--- src/rtl/sport_pkg.sv ---
package sport_pkg;

    localparam int WIDX_W = 3;
    localparam int STAT_W = 5;
    localparam int CTL1_W = 7;
    localparam int IRQ_N  = 3;

    typedef enum logic [WIDX_W-1:0] {
        W_CTL0 = 3'd0,
        W_CTL1 = 3'd1,
        W_DATA = 3'd2,
        W_STAT = 3'd3,
        W_PSC  = 3'd4,
        W_INTR = 3'd5,
        W_RSV6 = 3'd6,
        W_RSV7 = 3'd7
    } widx_e;

    // Control 1 layout, bit 0 at the bottom
    typedef struct packed {
        logic slv_odis;
        logic slave;
        logic port_en;
        logic loopback;
        logic ror_ie;
        logic tx_ie;
        logic rx_ie;
    } ctl1_t;

    typedef struct packed {
        logic busy;
        logic rx_full;
        logic rx_nempty;
        logic tx_nfull;
        logic tx_empty;
    } stat_t;

    typedef struct packed {
        logic ror;
        logic tx_req;
        logic rx_req;
    } irq_vec_t;

    function automatic logic [IRQ_N-1:0] ctl1_enables(input ctl1_t c);
        return {c.ror_ie, c.tx_ie, c.rx_ie};
    endfunction

endpackage

--- src/rtl/sport_fifo.sv ---
module sport_fifo #(
    parameter  int WIDTH = 16,
    parameter  int DEPTH = 8,
    localparam int PTR_W = (DEPTH > 1) ? $clog2(DEPTH) : 1,
    localparam int CNT_W = $clog2(DEPTH + 1)
) (
    input  logic             clk,
    input  logic             rst,
    input  logic             push,
    input  logic [WIDTH-1:0] push_data,
    input  logic             pop,
    output logic [WIDTH-1:0] head,
    output logic [CNT_W-1:0] count,
    output logic             empty,
    output logic             full
);

    localparam logic [PTR_W-1:0] LAST_PTR = PTR_W'(DEPTH - 1);
    localparam logic [CNT_W-1:0] FULL_CNT = CNT_W'(DEPTH);

    logic [PTR_W-1:0]            wr_ptr;
    logic [PTR_W-1:0]            rd_ptr;
    logic                        do_push;
    logic                        do_pop;
    logic [DEPTH-1:0][WIDTH-1:0] tapped;

    function automatic logic [PTR_W-1:0] advance(input logic [PTR_W-1:0] p);
        return (p == LAST_PTR) ? '0 : p + PTR_W'(1);
    endfunction

    assign empty   = (count == '0);
    assign full    = (count == FULL_CNT);
    assign do_push = push && !full;
    assign do_pop  = pop && !empty;

    // One storage slot per entry; each offers its word only when selected
    for (genvar i = 0; i < DEPTH; i++) begin : g_slot
        logic [WIDTH-1:0] q;
        always_ff @(posedge clk) begin
            if (rst) begin
                q <= '0;
            end else if (do_push && (wr_ptr == PTR_W'(i))) begin
                q <= push_data;
            end
        end
        assign tapped[i] = (rd_ptr == PTR_W'(i)) ? q : '0;
    end

    always_comb begin
        head = '0;
        for (int i = 0; i < DEPTH; i++) begin
            head = head | tapped[i];
        end
    end

    always_ff @(posedge clk) begin
        if (rst) begin
            wr_ptr <= '0;
            rd_ptr <= '0;
            count  <= '0;
        end else begin
            if (do_push) begin
                wr_ptr <= advance(wr_ptr);
            end
            if (do_pop) begin
                rd_ptr <= advance(rd_ptr);
            end
            count <= count + CNT_W'(do_push) - CNT_W'(do_pop);
        end
    end

    AST_FIFO_GROW: assert property (@(posedge clk) disable iff (rst)
        (push && !full && !pop) |=> (count == $past(count) + CNT_W'(1)));

    AST_FIFO_EMPTY_POP: assert property (@(posedge clk) disable iff (rst)
        (pop && empty && !push) |=> empty);

endmodule

--- src/rtl/sport_irq.sv ---
module sport_irq
    import sport_pkg::*;
#(
    parameter int CNT_W = 4,
    parameter int HALF  = 4
) (
    input  logic             clk,
    input  logic             rst,
    input  logic [CNT_W-1:0] tx_count,
    input  logic [CNT_W-1:0] rx_count,
    input  logic             ovr_event,
    input  logic             ovr_clear,
    input  logic [IRQ_N-1:0] enables,
    output irq_vec_t         raw,
    output logic             irq
);

    localparam logic [CNT_W-1:0] MARK = CNT_W'(HALF);

    logic ror_q;

    // A new overrun in the clearing cycle wins over the clear
    always_ff @(posedge clk) begin
        if (rst) begin
            ror_q <= 1'b0;
        end else if (ovr_event) begin
            ror_q <= 1'b1;
        end else if (ovr_clear) begin
            ror_q <= 1'b0;
        end
    end

    always_comb begin
        raw.rx_req = (rx_count >= MARK);
        raw.tx_req = (tx_count <= MARK);
        raw.ror    = ror_q;
    end

    assign irq = |(raw & enables);

    AST_ROR_SET: assert property (@(posedge clk) disable iff (rst)
        ovr_event |=> raw.ror);

    AST_ROR_CLEAR: assert property (@(posedge clk) disable iff (rst)
        (ovr_clear && !ovr_event) |=> !raw.ror);

    AST_IRQ_MASKED: assert property (@(posedge clk) disable iff (rst)
        (enables == '0) |-> !irq);

endmodule

--- src/rtl/sport_host_if.sv ---
module sport_host_if
    import sport_pkg::*;
#(
    parameter int DATA_W     = 16,
    parameter int FIFO_DEPTH = 8,
    parameter int PSC_W      = 8
) (
    input  logic              clk,
    input  logic              rst,
    input  logic              bus_sel,
    input  logic              bus_wr,
    input  logic [WIDX_W-1:0] bus_widx,
    input  logic [DATA_W-1:0] bus_wdata,
    output logic [DATA_W-1:0] bus_rdata,
    output logic              txq_valid,
    output logic [DATA_W-1:0] txq_data,
    input  logic              txq_ready,
    input  logic              rxq_valid,
    input  logic [DATA_W-1:0] rxq_data,
    output logic              rxq_ready,
    input  logic              eng_busy,
    output logic [DATA_W-1:0] cfg_frame,
    output logic [PSC_W-1:0]  cfg_psc,
    output logic              cfg_loopback,
    output logic              cfg_enable,
    output logic              cfg_slave,
    output logic              cfg_slave_odis,
    output logic              irq
);

    localparam int CNT_W = $clog2(FIFO_DEPTH + 1);
    localparam int HALF  = FIFO_DEPTH / 2;

    widx_e             idx;
    logic              wr_hit;
    logic              rd_hit;
    logic [DATA_W-1:0] ctl0_q;
    ctl1_t             ctl1_q;
    logic [PSC_W-1:0]  psc_q;

    logic              tx_wr;
    logic              tx_take;
    logic [CNT_W-1:0]  tx_count;
    logic              tx_empty;
    logic              tx_full;

    logic              rx_rd;
    logic [DATA_W-1:0] rx_head;
    logic [CNT_W-1:0]  rx_count;
    logic              rx_empty;
    logic              rx_full;

    logic              ovr_event;
    logic              ovr_clear;
    irq_vec_t          irq_raw;
    stat_t             stat;

    // Bus decode
    assign idx       = widx_e'(bus_widx);
    assign wr_hit    = bus_sel && bus_wr;
    assign rd_hit    = bus_sel && !bus_wr;
    assign tx_wr     = wr_hit && (idx == W_DATA);
    assign rx_rd     = rd_hit && (idx == W_DATA);
    assign ovr_clear = wr_hit && (idx == W_INTR);

    // Configuration registers
    always_ff @(posedge clk) begin
        if (rst) begin
            ctl0_q <= '0;
            ctl1_q <= '0;
            psc_q  <= '0;
        end else if (wr_hit) begin
            case (idx)
                W_CTL0:  ctl0_q <= bus_wdata;
                W_CTL1:  ctl1_q <= ctl1_t'(bus_wdata[CTL1_W-1:0]);
                W_PSC:   psc_q  <= bus_wdata[PSC_W-1:0];
                default: ;
            endcase
        end
    end

    assign cfg_frame      = ctl0_q;
    assign cfg_psc        = psc_q;
    assign cfg_loopback   = ctl1_q.loopback;
    assign cfg_enable     = ctl1_q.port_en;
    assign cfg_slave      = ctl1_q.slave;
    assign cfg_slave_odis = ctl1_q.slv_odis;

    // Transmit queue: bus pushes, engine pops
    assign txq_valid = ctl1_q.port_en && !tx_empty;
    assign tx_take   = txq_valid && txq_ready;

    sport_fifo #(
        .WIDTH (DATA_W),
        .DEPTH (FIFO_DEPTH)
    ) u_txq (
        .clk       (clk),
        .rst       (rst),
        .push      (tx_wr),
        .push_data (bus_wdata),
        .pop       (tx_take),
        .head      (txq_data),
        .count     (tx_count),
        .empty     (tx_empty),
        .full      (tx_full)
    );

    // Receive queue: engine pushes without stalling, bus pops
    assign rxq_ready = !rx_full;
    assign ovr_event = rxq_valid && rx_full;

    sport_fifo #(
        .WIDTH (DATA_W),
        .DEPTH (FIFO_DEPTH)
    ) u_rxq (
        .clk       (clk),
        .rst       (rst),
        .push      (rxq_valid),
        .push_data (rxq_data),
        .pop       (rx_rd),
        .head      (rx_head),
        .count     (rx_count),
        .empty     (rx_empty),
        .full      (rx_full)
    );

    sport_irq #(
        .CNT_W (CNT_W),
        .HALF  (HALF)
    ) u_irq (
        .clk       (clk),
        .rst       (rst),
        .tx_count  (tx_count),
        .rx_count  (rx_count),
        .ovr_event (ovr_event),
        .ovr_clear (ovr_clear),
        .enables   (ctl1_enables(ctl1_q)),
        .raw       (irq_raw),
        .irq       (irq)
    );

    // Status word
    always_comb begin
        stat.tx_empty  = tx_empty;
        stat.tx_nfull  = !tx_full;
        stat.rx_nempty = !rx_empty;
        stat.rx_full   = rx_full;
        stat.busy      = eng_busy || !tx_empty;
    end

    // Read mux
    always_comb begin
        bus_rdata = '0;
        case (idx)
            W_CTL0:  bus_rdata = ctl0_q;
            W_CTL1:  bus_rdata = {{(DATA_W-CTL1_W){1'b0}}, ctl1_q};
            W_DATA:  bus_rdata = rx_empty ? '0 : rx_head;
            W_STAT:  bus_rdata = {{(DATA_W-STAT_W){1'b0}}, stat};
            W_PSC:   bus_rdata = {{(DATA_W-PSC_W){1'b0}}, psc_q};
            W_INTR:  bus_rdata = {{(DATA_W-IRQ_N){1'b0}}, irq_raw};
            default: bus_rdata = '0;
        endcase
    end

    AST_TX_DROP_FULL: assert property (@(posedge clk) disable iff (rst)
        (tx_full && tx_wr && !tx_take) |=> tx_full);

    AST_RX_FULL_HOLD: assert property (@(posedge clk) disable iff (rst)
        (rx_full && rxq_valid && !rx_rd) |=> (rx_full && !rxq_ready));

    AST_RX_EMPTY_READ: assert property (@(posedge clk) disable iff (rst)
        (rx_rd && rx_empty) |-> (bus_rdata == '0));

    AST_TX_ORDER_HOLD: assert property (@(posedge clk) disable iff (rst)
        (txq_valid && !txq_ready && ctl1_q.port_en) |=> $stable(txq_data));

endmodule

--- config.mk ---
export PLATFORM = sky130hd
export DESIGN_NAME = sport_host_if
export DESIGN_NICKNAME = d
export VERILOG_FILES = /design/src/rtl/sport_pkg.sv /design/src/rtl/sport_fifo.sv /design/src/rtl/sport_irq.sv /design/src/rtl/sport_host_if.sv
export SDC_FILE = /design/constraint.sdc
export NUM_CORES = 1
export LEC_CHECK = 0
export ABC_AREA = 1
export BUFFER_PORTS_ARGS = -buffer_cell sky130_fd_sc_hd__buf_2
export CAP_MARGIN = 20
export CORE_MARGIN = 2
export CORE_UTILIZATION = 60
export CTS_CLUSTER_SIZE = 30
export DETAILED_ROUTE_END_ITERATION = 10
export PLACE_DENSITY = 0.91
export SYNTH_ARGS = -nofsm -noshare
export SYNTH_HDL_FRONTEND = slang
export SYNTH_HIERARCHICAL = 1
export SYNTH_SLANG_ARGS = --single-unit
--- constraint.sdc ---
create_clock -name clk -period 5.8 [get_ports clk]
set_input_delay 0.87 -clock clk [delete_from_list [all_inputs] [get_ports clk]]
set_output_delay 0.87 -clock clk [all_outputs]
set_load 0.05 [all_outputs]
# Yosys cells after proc, flatten, opt, wreduce, memory -nomap -nowiden
# Cells that the tools add are included.
dict set report op_classes {
  addsub 8
  magnitude_cmp 2
  n_eq_ne 35
  muxes 24
  bitwise_logic 15
  reduce_logical 46
}
# operator n
set op_table {}
lappend op_table {{$mux 16} 17}
lappend op_table {{$or 16x16->16} 14}
lappend op_table {{$pmux 16 s6} 1}
lappend op_table {{$eq 3x3->1 const B} 18}
lappend op_table {{$eq 3x2->1 const B} 10}
lappend op_table {{$logic_and 1x1->1} 28}
lappend op_table {{$eq 3x1->1 const B} 5}
lappend op_table {{$logic_not 3->1} 5}
lappend op_table {{$add 3x1->3 const B} 4}
lappend op_table {{$mux 3} 4}
lappend op_table {{$add 4x1->4} 2}
lappend op_table {{$eq 4x4->1 const B} 2}
lappend op_table {{$logic_not 4->1} 2}
lappend op_table {{$sub 4x1->4} 2}
lappend op_table {{$reduce_and 2->1} 3}
lappend op_table {{$logic_not 1->1} 5}
lappend op_table {{$ge 4x3->1 const B} 1}
lappend op_table {{$le 4x3->1 const B} 1}
lappend op_table {{$and 3x3->3} 1}
lappend op_table {{$reduce_or 3->1} 1}
lappend op_table {{$mux 1} 2}
lappend op_table {{$reduce_bool 2->1} 1}
lappend op_table {{$logic_or 1x1->1} 1}
dict set report totals {
  ff_bits 308
  out_inout_bits 63
  elab_cells 162
}

# Depth between registers and ports, before layout
dict set report depth {
  depth_word 11
  depth_mapped 15
}

# Modules after synthesis
# Netlist, hierarchy kept.
# mod instances cells_per_inst area_each_um2 seq_area_each_um2
set modules_own_cells {}
lappend modules_own_cells {{sport_fifo (u_rxq)} 1 1270 7737.4 2762.6}
lappend modules_own_cells {{sport_fifo (u_txq)} 1 1269 7729.9 2762.6}
lappend modules_own_cells {sport_host_if 1 325 1899.3 620.6}
lappend modules_own_cells {sport_irq 1 17 95.1 20.0}

# Least setup slack after synthesis
# OpenSTA, ideal clock, no wires.
dict set report synth_timing {
  path_kind {input-to-output}
  from {input port bus_widx[1]}
  to {output port bus_rdata[11]}
  t_arrival_ns 2.357
  setup_slack_ns 2.573
  path_stages 3
  path_buffers 0
  path_cell_list {nor2_4 > nand2_1 > o21ai_0}
}
dict set report synth_between {
  elab_chain_len 2
  elab_cells_between_ends 7
  cone_classes {eq/ne (5); mux (1); reduce/logical (1)}
}
# item line_no
set synth_lines {}
lappend synth_lines {{start, declared} sport_host_if.sv:12} ;# input logic [WIDX_W-1:0] bus_widx,
lappend synth_lines {{$eq 3x3->1 (tied with other cells)} sport_host_if.sv:154} ;# case (idx)
lappend synth_lines {{$pmux 16 s6 (*)} sport_host_if.sv:154}
lappend synth_lines {{end, declared} sport_host_if.sv:14} ;# output logic [DATA_W-1:0] bus_rdata,
# Mark *: on every way between the ends. The rest lies on a longest branch, timed or not.

# Final worst setup path
dict set report layout_timing {
  from {register u_rxq.rd_ptr[0]}
  to {output port bus_rdata[4]}
}
dict set report layout_between {
  elab_chain_len 11
  elab_cells_between_ends 25
  cone_classes {eq/ne (7); mux (10); bitwise (7); reduce/logical (1)}
}
# item line_no
set layout_lines {}
lappend layout_lines {{start, declared} sport_fifo.sv:22} ;# logic [PTR_W-1:0] rd_ptr;
lappend layout_lines {{start signal, assigned} sport_fifo.sv:66} ;# rd_ptr <= advance(rd_ptr);
lappend layout_lines {{$eq 3x1->1 or $logic_not 3->1 (tied branches)} sport_fifo.sv:46} ;# assign tapped[i] = (rd_ptr == PTR_W'(i)) ? q : '0;
lappend layout_lines {{$mux 16} sport_fifo.sv:46}
lappend layout_lines {{$or 16x16->16 (6 in a row)} sport_fifo.sv:52} ;# head = head | tapped[i];
lappend layout_lines {{$or 16x16->16 (*)} sport_fifo.sv:52}
lappend layout_lines {{net rx_head[4]} sport_host_if.sv:48} ;# logic [DATA_W-1:0] rx_head;
lappend layout_lines {{$mux 16 (*)} sport_host_if.sv:157} ;# W_DATA: bus_rdata = rx_empty ? '0 : rx_head;
lappend layout_lines {{$pmux 16 s6 (*)} sport_host_if.sv:154}
# The timed path passes the listed nets; every way through them passes the cells marked *.

==> results by group <==
Floorplan
  • Die W: 175 µm
  • Rows: 62
  • DIE HEIGHT: ~170 µm
  • Core Box Area: roughly 29000 µm²
  • Starting Density: ~61%
  • Die ar.: 30500 µm²
  • IO Pins: 105

STA
  • Fin crit share: between 60% and 70%
  • Max-slew violations: 0
  • Fin. Hold Viols: 0
  • Relative slew slack: about 34%
  • RSZ-0062 raised after global routing: no
  • Post-Route Setup TNS: 0 ps
  • Clock Skew: about 36 ps
  • Fmax: between 0.2 and 0.3 GHz
  • Min Tclk post-route: approximately 4000 ps
  • Worst Max-Slew Pin Slew: approximately 990 ps
  • Setup violators final: 0

Worst hold path
  • Worst min-delay path startpoint: u_txq/g_slot[3].q[2]
  • Worst Hold Path EP: u_txq/g_slot[3].q[2]
  • Hold Path Class: reg2reg
  • Hold path depth: 4

Logic synthesis
  • Synth Instances: a little under 3000
  • Post-Syn Nets: around 3000
  • EDFF count, synth: 0
  • Post-synth top area cell: dfxtp_1
  • Yosys top cell area share: a little over a third
  • Prevailing post-synth register cell: dfxtp_1
  • Seq/Total Area, Yosys: 35.3%
  • Seq cells post-synth: around 310
  • Mapped Area: around 17000 µm²
  • Ys Warns: 6
  • Avg Cell Area, Syn: a little over 6 µm²
  • Top post-synthesis cells by area: dfxtp_1, nand2_1, inv_1, nor2_1, nand4_1
  • Asr flop ratio synth: 0%
  • Distinct cells, synth: 30

Detailed routing
  • Top Layer Used: met4
  • Vias/cell: 5.55
  • DRC errors left: 0
  • WL met2: 23.1 mm
  • Routed Antenna Nets: 0
  • Met1 Wirelength: 19.9 mm
  • Initial DRC Count: 2683
  • Via count: 18200
  • Avg WL per Cell: 15.8 µm
  • Routed length on met3: between 6 and 7 mm
  • Total length of routed wires: 51.9 mm
  • DRT Pass-1 Iters: 6

Clocking
  • CTS Hold Bufs: 0
  • Clk buf depth: 3
  • Root buf cell: clkbuf_16
  • CTS tree: built
  • H-tree Lvls: 1
  • CTS resizes: 0
  • Post-CTS setup buffers: 0
  • Clock Sinks: between 300 and 400
  • Clk slew on worst S/H paths: about 60 ps
  • CTS Buf Count: 31
  • Clk Latency, worst-skew pair: 590 ps

Power and ir drop
  • Maximum VDD drop: 247 µV
  • Leak pwr: approximately 0.0095 µW
  • PwrDens: 276 nW/µm²

Critical path
  • CP required: 4930 ps
  • Arrival time of the worst setup path: roughly 3100 ps
  • Reg2reg path depth: 8
  • Worst r2r src: u_rxq/count[2]
  • Cell mode on critical path: nand2_1
  • Setup crit end kind: primary output
  • Worst reg2reg setup slack: ~2600 ps
  • CP max stage delay: 610 ps
  • Worst-path cell chain: inv_1 -> ha_1 -> nand2_1 -> inv_1 -> nand2_1 -> nand3_1 -> nor2_1 -> nand2_1 -> nand2_1 -> nor2_1 -> nor2_1 -> nand2_1 -> buf_2
  • Max FO, Critical Path: 15
  • Beginning of the critical path: u_rxq/rd_ptr[0]
  • Worst r2r dst: u_rxq/g_slot[5].q[1]
  • CP max-delay cell: nand2_1
  • Startpoint types: flop
  • WS Path Type: reg2out

GRT
  • Vias in the first global route: roughly 17000
  • Initial antenna violation count: 0
  • Global-route wire length before repair: approximately 83 mm
  • Total grt overflow: 0
  • Gr usage total: between 30 and 40%
  • Pin count of the biggest net entering global routing: 96

Run status
  • Outcome: completed

Placed design
  • Dpl cells: 3227
  • DP HPWL: between 30 and 40 mm
  • Port bufs: 104
  • Gp weighted congestion: 0.924

Cells and area
  • Layout cells sized above 1: under 10%
  • Nets: 2958
  • Synth-to-layout area growth: 8.14%
  • N_diodes: 0
  • Fin cells: roughly 3300

Run
  • Max-Cap Viols: 0
[report_power, final]
group / switching, µW / internal, µW
registers: 45.4 / 2210
clock network: 855 / 1150
logic: 704 / 247
total: 1610 / 3600
[layout by cell type (no fill, tap or decap), drive strengths merged]
master	Yosys	routed
bufinv	0	1
xor2	2	2
o22ai	43	43
nor2	489	489
nand4	263	263
ha	36	36
a21oi	11	11
nand2	796	796
inv	647	646
fa	2	2
nor3	13	13
o21ai	34	34
buf	115	120
and3	1	1
nor3b	1	1
nand3	72	72
clkinv	6	12
clkbuf	41	48
and2	1	1
dfxtp	308	308
[worst max-delay path, delay by kind of cell (launching register included)]
family | cells | cell delay [ps]
AND/OR/NAND/NOR | 9 | 1410
buffers and inverters | 3 | 500
adder cells (fa/ha/maj) | 1 | 220
flip-flops | 1 | 400
[cell usage after synthesis (all sizes together), types with 6 or more instances]
cell	number
inv	647
o22ai	43
o21ai	34
nor2	489
clkinv	6
nand4	263
dfxtp	308
nand2	796
nor3	13
a21oi	11
ha	36
clkbuf	41
buf	115
nand3	72
[cells by family after synthesis]
kind of cell / count (synthesis) / synth area share [%]
xor+xnor: 2 / 0.100
simple gates: 1636 / 40.5
fa+ha+maj: 38 / 2.81
buf+inv: 809 / 18.4
flops: 308 / 35.3
compound gates: 88 / 2.83
[per-layer routing]
layer | vias up | GRT usage [%]
met5 | - | 0
li1 | 8654 | -
met4 | 0 | 17.1
met2 | 1226 | 52.5
met3 | 203 | 5.22
met1 | 8133 | 43.5
[area by class of cell]
class | count | area, µm²
multi-input cells | 1764 | 8090
clock buffers | 48 | 940
repair buffers | 120 | 688
inverters | 653 | 2460
clock inverters | 6 | 58.8
fillers | 2368 | 9820
flip-flops and latches | 308 | 6170
well taps | 384 | 480
[stage by stage]
stage	power, µW	worst slack (ps)	hold WS, ps	cell area, µm²	utilization, %
3_5_place_dp	3210	2310	497	17800	62.1
6_report	5210	1820	509	18900	65.8
5_1_grt	5390	1690	528	18900	65.8
3_3_place_gp	3170	2370	488	17800	62.1
2_1_floorplan	2990	2570	467	17500	-
4_1_cts	5170	1910	509	18800	65.6
[worst max path at each step]
stage,end,slack (ps),cells past startpoint
CTS,bus_rdata[0],1910,13
finish,bus_rdata[4],1820,13
floorplan,bus_rdata[11],2570,3
global placement,u_txq/count[2],2370,12
global route,bus_rdata[0],1690,13
detailed placement,u_txq/count[2],2310,12
[registers in the layout, summed over array words and instances (netlist names), 3 cells and up]
signal          flops
u_txq/rd_ptr        3
cfg_psc             8
u_rxq/rd_ptr        3
u_txq/wr_ptr        3
u_rxq/wr_ptr        3
u_rxq/count         4
cfg_frame          16
ctl1_q              3
u_txq/g_slot.q    128
u_txq/count         4
u_rxq/g_slot.q    128
Power figures use the tool's default switching activity.
